**src/rtl/pml_pkg.sv**
```systemverilog
package pml_pkg;
  localparam int KEY_W   = 5;
  localparam int PIDX_W  = 6;
  localparam int ENTRY_W = 15;

  typedef struct packed {
    logic              active;
    logic [PIDX_W-1:0] pidx;
    logic              is_int;
    logic              inv;
    logic              zero;
    logic [KEY_W-1:0]  key;
  } pred_cfg_t;
endpackage

```
**src/rtl/pml_cfg_array.sv**
```systemverilog
module pml_cfg_array
  import pml_pkg::*;
#(
  parameter int NUM   = 16,
  localparam int IDX_W = $clog2(NUM)
) (
  input  logic                   clk,
  input  logic                   rst_n,
  input  logic                   we,
  input  logic [IDX_W-1:0]       idx,
  input  logic [ENTRY_W-1:0]     wdata,
  output logic [NUM*ENTRY_W-1:0] flat
);
  for (genvar g = 0; g < NUM; g++) begin : g_ent
    logic [ENTRY_W-1:0] ent_q;
    always_ff @(posedge clk) begin
      if (!rst_n) begin
        ent_q <= '0;
      end else if (we) begin
        if (g == int'(idx))     ent_q <= wdata;
        else if (g > int'(idx)) ent_q <= '0;
      end
    end
    assign flat[g*ENTRY_W +: ENTRY_W] = ent_q;
  end
endmodule

```
**src/rtl/pml_pred_scan.sv**
```systemverilog
module pml_pred_scan
  import pml_pkg::*;
#(
  parameter int NUM = 16
) (
  input  logic [NUM*ENTRY_W-1:0] flat,
  input  logic [KEY_W-1:0]       q_key,
  input  logic                   q_int,
  output logic                   hit,
  output pred_cfg_t              ent
);
  always_comb begin
    logic stop;
    pred_cfg_t e;
    stop = 1'b0;
    hit  = 1'b0;
    ent  = '0;
    for (int i = 0; i < NUM; i++) begin
      e = pred_cfg_t'(flat[i*ENTRY_W +: ENTRY_W]);
      if (e == '0) stop = 1'b1;
      if (!stop && e.key == q_key && e.is_int == q_int) begin
        hit = 1'b1;
        ent = e;
      end
    end
  end
endmodule

```
**src/rtl/pml_mask_gen.sv**
```systemverilog
module pml_mask_gen
  import pml_pkg::*;
#(
  parameter int MASK_W = 64
) (
  input  logic              redir_active,
  input  logic              hit,
  input  pred_cfg_t         ent,
  input  logic [MASK_W-1:0] rdata,
  output logic [MASK_W-1:0] mask,
  output logic              zero,
  output logic [PIDX_W-1:0] pidx
);
  logic use_pred;
  assign use_pred = redir_active && hit && ent.active;

  always_comb begin
    if (use_pred) begin
      mask = ent.inv ? ~rdata : rdata;
      zero = ent.zero;
      pidx = ent.pidx;
    end else begin
      mask = '1;
      zero = 1'b0;
      pidx = '0;
    end
  end
endmodule

```
**src/rtl/pred_mask_unit.sv**
```systemverilog
module pred_mask_unit
  import pml_pkg::*;
#(
  parameter int NUM    = 16,
  parameter int MASK_W = 64,
  localparam int IDX_W = $clog2(NUM)
) (
  input  logic               clk,
  input  logic               rst_n,
  input  logic               cfg_we,
  input  logic [IDX_W-1:0]   cfg_idx,
  input  logic [14:0]        cfg_wdata,
  input  logic               req_valid,
  output logic               req_ready,
  input  logic [4:0]         req_key,
  input  logic               req_is_int,
  input  logic               req_redir_active,
  output logic [5:0]         rf_ridx,
  input  logic [MASK_W-1:0]  rf_rdata,
  output logic               resp_valid,
  input  logic               resp_ready,
  output logic [MASK_W-1:0]  resp_mask,
  output logic               resp_zero,
  output logic [5:0]         resp_pidx
);
  logic [NUM*ENTRY_W-1:0] cfg_flat;
  logic                   hit;
  pred_cfg_t              ent;
  logic [MASK_W-1:0]      mask_d;
  logic                   zero_d;
  logic [PIDX_W-1:0]      pidx_d;
  logic                   accept;

  pml_cfg_array #(.NUM(NUM)) u_arr (
    .clk(clk), .rst_n(rst_n), .we(cfg_we), .idx(cfg_idx),
    .wdata(cfg_wdata), .flat(cfg_flat)
  );

  pml_pred_scan #(.NUM(NUM)) u_scan (
    .flat(cfg_flat), .q_key(req_key), .q_int(req_is_int),
    .hit(hit), .ent(ent)
  );

  pml_mask_gen #(.MASK_W(MASK_W)) u_gen (
    .redir_active(req_redir_active), .hit(hit), .ent(ent),
    .rdata(rf_rdata), .mask(mask_d), .zero(zero_d), .pidx(pidx_d)
  );

  assign rf_ridx   = ent.pidx;
  assign req_ready = !resp_valid || resp_ready;
  assign accept    = req_valid && req_ready;

  always_ff @(posedge clk) begin
    if (!rst_n) begin
      resp_valid <= 1'b0;
      resp_mask  <= '0;
      resp_zero  <= 1'b0;
      resp_pidx  <= '0;
    end else if (accept) begin
      resp_valid <= 1'b1;
      resp_mask  <= mask_d;
      resp_zero  <= zero_d;
      resp_pidx  <= pidx_d;
    end else if (resp_ready) begin
      resp_valid <= 1'b0;
    end
  end
endmodule

```
**config.mk**
```make
export PLATFORM = sky130hd
export DESIGN_NAME = pred_mask_unit
export DESIGN_NICKNAME = d
export VERILOG_FILES = /design/src/rtl/pml_pkg.sv /design/src/rtl/pml_cfg_array.sv /design/src/rtl/pml_pred_scan.sv /design/src/rtl/pml_mask_gen.sv /design/src/rtl/pred_mask_unit.sv
export SDC_FILE = /design/constraint.sdc
export NUM_CORES = 1
export LEC_CHECK = 0
export BUFFER_PORTS_ARGS = -buffer_cell sky130_fd_sc_hd__buf_4
export CAP_MARGIN = 0
export CORE_ASPECT_RATIO = 0.9
export CORE_UTILIZATION = 40
export DETAILED_ROUTE_END_ITERATION = 10
export GPL_TIMING_DRIVEN = 1
export REMOVE_ABC_BUFFERS = 1
export SLEW_MARGIN = 10
export SYNTH_ARGS = -nofsm -noshare
export SYNTH_HDL_FRONTEND = slang
export SYNTH_SLANG_ARGS = --single-unit
```
**constraint.sdc**
```tcl
create_clock -name clk -period 5.01 [get_ports clk]
set_input_delay 1.2525 -clock clk [delete_from_list [all_inputs] [get_ports clk]]
set_output_delay 1.2525 -clock clk [all_outputs]
set_load 0.01 [all_outputs]
```
Word-level counts from Yosys, hierarchy flattened
Cells that the tools add are included.

operators by class
  order comparisons = 15
  eq/ne operators = 47
  multiplexer cells = 84
  bitwise logic cells = 1
  reduce and logical (&&, ||, !) cells = 102

operators with widths
  kind                                                                  count
  15-bit 2-to-1 mux                                                     46
  15-bit logical NOT                                                    16
  64-bit 2-to-1 mux                                                     2
  5-bit equality test                                                   16
  64-bit inverter                                                       1
  1-bit logical AND                                                     35
  1-bit 2-to-1 mux                                                      35
  4-bit equality test, first input constant                             8
  4-bit > comparator, first input constant                              8
  2-bit AND reduction                                                   16
  2-bit nonzero test                                                    16
  1-bit logical NOT                                                     17
  1-bit equality test                                                   16
  3-bit by 4-bit equality test with 1-bit output, first input constant  4
  3-bit by 4-bit > comparator with 1-bit output, first input constant   4
  2-bit by 4-bit equality test with 1-bit output, first input constant  2
  2-bit by 4-bit > comparator with 1-bit output, first input constant   2
  6-bit 2-to-1 mux                                                      1
  1-bit by 4-bit equality test with 1-bit output, first input constant  1
  1-bit by 4-bit > comparator with 1-bit output, first input constant   1
  4-bit logical NOT                                                     1
  1-bit logical OR                                                      1

word-level totals
  flip-flop bits (word level) = 312
  output and inout port bits = 79

Logic depth before layout (Yosys ltp)
  depth after elaboration = 24
  depth in mapped cells = 15
  mapped depth without buffers = 9

By module
Synthesis repeated with hierarchy kept, for this count alone.

unflattened totals
  cells, all modules = 1999
  area total of the unflattened synthesis = 17619.4 sq um

by module, submodules not included
  module          instances  cells each  area an instance (sq um)  sequential area each (sq um)
  pml_cfg_array   1          969         9471.6                    4804.6
  pml_pred_scan   1          566         4146.5                    0.0
  pred_mask_unit  1          313         2951.6                    1441.4
  pml_mask_gen    1          151         1049.8                    0.0

Least setup slack after synthesis
OpenSTA, ideal clock, no wires.

  path kind = input port to output port
  from = input req_is_int
  to = output rf_ridx[5]
  arrival time = 3.311 ns
  data required time = 3.758 ns
  setup slack = 0.447 ns
  stages = 10
  path through = buf_6 > buf_6 > xor2_1 > nor4_1 > nand4_1 > or4b_2 > a211oi_1 > a311o_1 > a21o_1 > nand2_1

between the ends
  longest elaborated chain between the ends = 18
  elaborated cells on any way between the ends = 48
  those cells by class = 16 x eq/ne; 16 x mux; 16 x reduce/logical

RTL lines
  what                              RTL line              source
  start, declared                   pred_mask_unit.sv:16  input logic req_is_int,
  1-bit equality test               pml_pred_scan.sv:21   if (!stop && e.key == q_key && e.is_int == q_int) begin
  1-bit logical AND                 pml_pred_scan.sv:21
  15-bit 2-to-1 mux (15 in series)  pml_pred_scan.sv:21
  15-bit 2-to-1 mux *               pml_pred_scan.sv:21
  end, declared                     pred_mask_unit.sv:18  output logic [5:0] rf_ridx,

Mark *: on every way between the ends. The rest lies on a longest branch, timed or not.

Final worst setup path
Same ends and word-level chain as after synthesis.

==> results.txt <==
Worst-path clk slew - 0.06 ns
clk_skew - 0.0247 ns
Root Buffer - clkbuf_16
fin crit share - 98.6%
Worst Max-Slew Pin Slew - 1.18 ns
number of synthesized flops with an enable pin - 0
clock network fraction of design power - 47.6%
vias in the first global route - 14,200
Synth Area in Compound Gates - 22.8%
placed cell areas - 17,600 sq um
CTS tree - yes
post-route setup slack - 0.0712 ns
Setup Viol. Count Final - 0
CTS Hold Buffers Added - 0
# rows - 69
# fillers - 3,857
post-DR vias/cell - 6.08
Top Ports - 174
Post-Synthesis Cell Area - 15,900 sq um
dpl ws - -0.0318 ns
FFs w/ async S/R, synth - 0%
CP required - 3.76 ns
antenna violations before repair - 0
Synth Flop Type - dfxtp_1
die footprint - 40,700 sq um
Reg power frac - 42.4%
worst path arrival time - 3.69 ns
Logic pwr share - 10.0%
Max IR drop VDD - 0.228 mV
cell internal pwr - 4.56 mW
Die Y - 191 um
#FFs+latches synth - 312
DIE WIDTH - 212 um
status - complete, no violations
via count - 15,900
simple-gate share of the synthesized area - 25.0%
nets - 2,156
adder-cell share of the synthesized area - 0%
Final Hold Vio Count - 0
Sw Pwr - 1.54 mW
Seq/Total Area, Yosys - 39.2%
Post-route DRC - 0
most frequent cells in the layout - dfxtp_1, buf_4, nand2_1, o21ai_0, nor2_1
global-route wire length before repair - 87.3 mm
min Tclk post-route - 4.94 ns
Fmax - 0.202 GHz
PortBufs - 173
final instance area - 19,100 sq um
CP startpoint kind - input pin
Core Box Area - 39,400 sq um
XOR/XNOR share of the synthesized area - 5.27%
crit path max fanout - 6
Yosys cell types - 86
Pleak - 6.99 nW
Routed WL - 59.2 mm
Slew HR - 21.2%
WL per Instance - 22.6 um
Core Util, Final - 48.5%
crit path kind - in2out
main combinational cell family by area after synthesis - simple AND/OR/NAND/NOR gates
First DRT Iteration DRCs - 1,625
reg-to-reg slack, setup - 1.39 ns
RSZ-0062 raised after global routing - yes
Yosys warning count - 0
Synth Area per Inst - 8.12 sq um
max-cap viol count - 0
post-synthesis cell count - 1,963
total gr overflow - 0
commonest non-fill, non-tap cell in the layout - dfxtp_1
clock sinks - 312
min-delay worst type - reg2reg
Max Buffers Root-to-Sink - 3
mux cell area share after synthesis - 1.45%
critical path endpoint category - output port
Area growth syn-to-layout - 19.6%
largest net degree at the start of global routing - 129
clock insertion delay at the later pin of the skew report - 0.56 ns
share of cells above drive strength 1 - 18.4%
P per Cell Area - 320 nW/um^2
Detail Placement HPWL - 39.5 mm
drt first pass iters - 5
Initial Util - 40.5%
GPL Wtd Cong - 1.02
H-tree depth reported by CTS - 2
CTS buffer count - 38
DRT antenna net count - 0
Global Route Usage Sum - 28.1%
Final Slew Violations - 0
sw frac - 25.3%
cells by family (layout without fill, tap and decap cells):
family | Yosys count | after routing
compound gates | 571 | 571
xor+xnor | 96 | 96
buf+inv | 208 | 331
flops | 312 | 312
mux | 22 | 22
other cells | 0 | 1
simple gates | 754 | 754
worst max-delay path, stage by stage:
cell and delay (ns):
buf_4 0.13, buf_8 0.14, xor2_2 0.16, nor4_4 0.36
and3_4 0.27, buf_6 0.10, nand3_2 0.08, a211oi_2 0.29
o221ai_2 0.16, a311o_1 0.33, a21o_1 0.20, nand2_2 0.11
buf_6 0.11
power groups by stage:
stage | Sequential, mW | Combinational [mW] | Clock, mW
finish | 2.59 | 0.608 | 2.90
global placement | 2.64 | 0.586 | 0
detailed placement | 2.64 | 0.592 | 0
global route | 2.59 | 0.645 | 3.04
floorplan | 2.65 | 0.235 | 0
CTS | 2.59 | 0.593 | 2.94
registers in the layout, summed over array words and instances (netlist names):
name	cells
u_arr.g_ent.ent_q	240
resp_mask	64
resp_pidx	6
resp_valid	1
resp_zero	1
path summary, 6_finish.rpt:
path,from,end,depth (start not counted)
setup / recovery,req_is_int,rf_ridx[5],13
hold / removal,u_arr.g_ent[4].ent_q[12]$_SDFFE_PN0P_,u_arr.g_ent[4].ent_q[12]$_SDFFE_PN0P_,2
setup reg to reg,u_arr.g_ent[0].ent_q[11]$_SDFFE_PN0P_,resp_mask[45]$_SDFFE_PN0P_,12
hold reg to reg,u_arr.g_ent[4].ent_q[12]$_SDFFE_PN0P_,u_arr.g_ent[4].ent_q[12]$_SDFFE_PN0P_,2
layout make-up:
type | instances | area [sq um] | area share, %
multi-input cells | 1443 | 8830 | 46.3
flip-flops and latches | 312 | 6250 | 32.7
repair buffers | 248 | 1950 | 10.2
clock buffers | 51 | 1100 | 5.79
well taps | 532 | 666 | 3.49
clock inverters | 14 | 204 | 1.07
inverters | 18 | 72.6 | 0.380
diodes | 1 | 2.50 | 0.0131
routing by layer:
layer | routed length (um) | global-route usage (%) | up-vias
met3 | 5100 | 5.21 | 124
met5 | 0 | 0 | -
met2 | 26000 | 41.1 | 701
met4 | 1820 | 9.60 | 0
li1 | - | - | 7384
met1 | 26300 | 40.8 | 7707
through the flow:
step	power (mW)	TNS [ns]	cells	hold slack [ns]
global placement	3.22	-0.0933	2551	0.461
detailed placement	3.23	-0.0318	2551	0.473
finish	6.10	0	2619	0.481
CTS	6.12	0	2616	0.479
global route	6.28	-0.0553	2618	0.507
floorplan	2.88	-99.94	1773	0.439
synthesized netlist by cell type (4+ instances only):
cell       number  area share [%]
dfxtp_1       312              39
nand2_1       193             4.5
o21ai_0       151             4.7
nor2_1        150             3.5
clkbuf_1      140             3.3
a21oi_1       139             4.4
nand3_1       133             4.2
xor2_1         76             4.2
a31oi_1        70             2.7
or3_1          68             2.7
a32oi_1        47             2.6
a22oi_1        46             2.2
nor4_1         44             1.7
nor3_1         38             1.2
buf_6          24             1.7
nand4_1        23            0.90
xnor2_1        20             1.1
mux2i_1        19             1.2
inv_1          17            0.40
buf_2          16            0.50
and2_1         14            0.55
nor4_2         14             1.1
a21o_1         13            0.61
a32o_1         13            0.82
nand2b_1       13            0.51
and3_1         12            0.47
o22ai_1        10            0.39
nor4_4          8             1.1
a211oi_1        7            0.33
a31o_1          6            0.33
buf_1           6            0.14
nand3b_1        6            0.28
o211a_1         6            0.38
o211ai_1        6            0.28
a221oi_1        5            0.27
nand4_2         5            0.39
o221ai_1        5            0.27
and4_1          4            0.22
buf_4           4            0.19
nor3b_1         4            0.19
o2bb2ai_1       4            0.22
what timing repair did:
action / CTS / global route
pin swaps: 0 / 12
resized for setup: 3 / 26
buffers inserted: 0 / 3
endpoints found under the setup margin: 2 / 6
No activity file was read; power rests on OpenSTA's default activity.
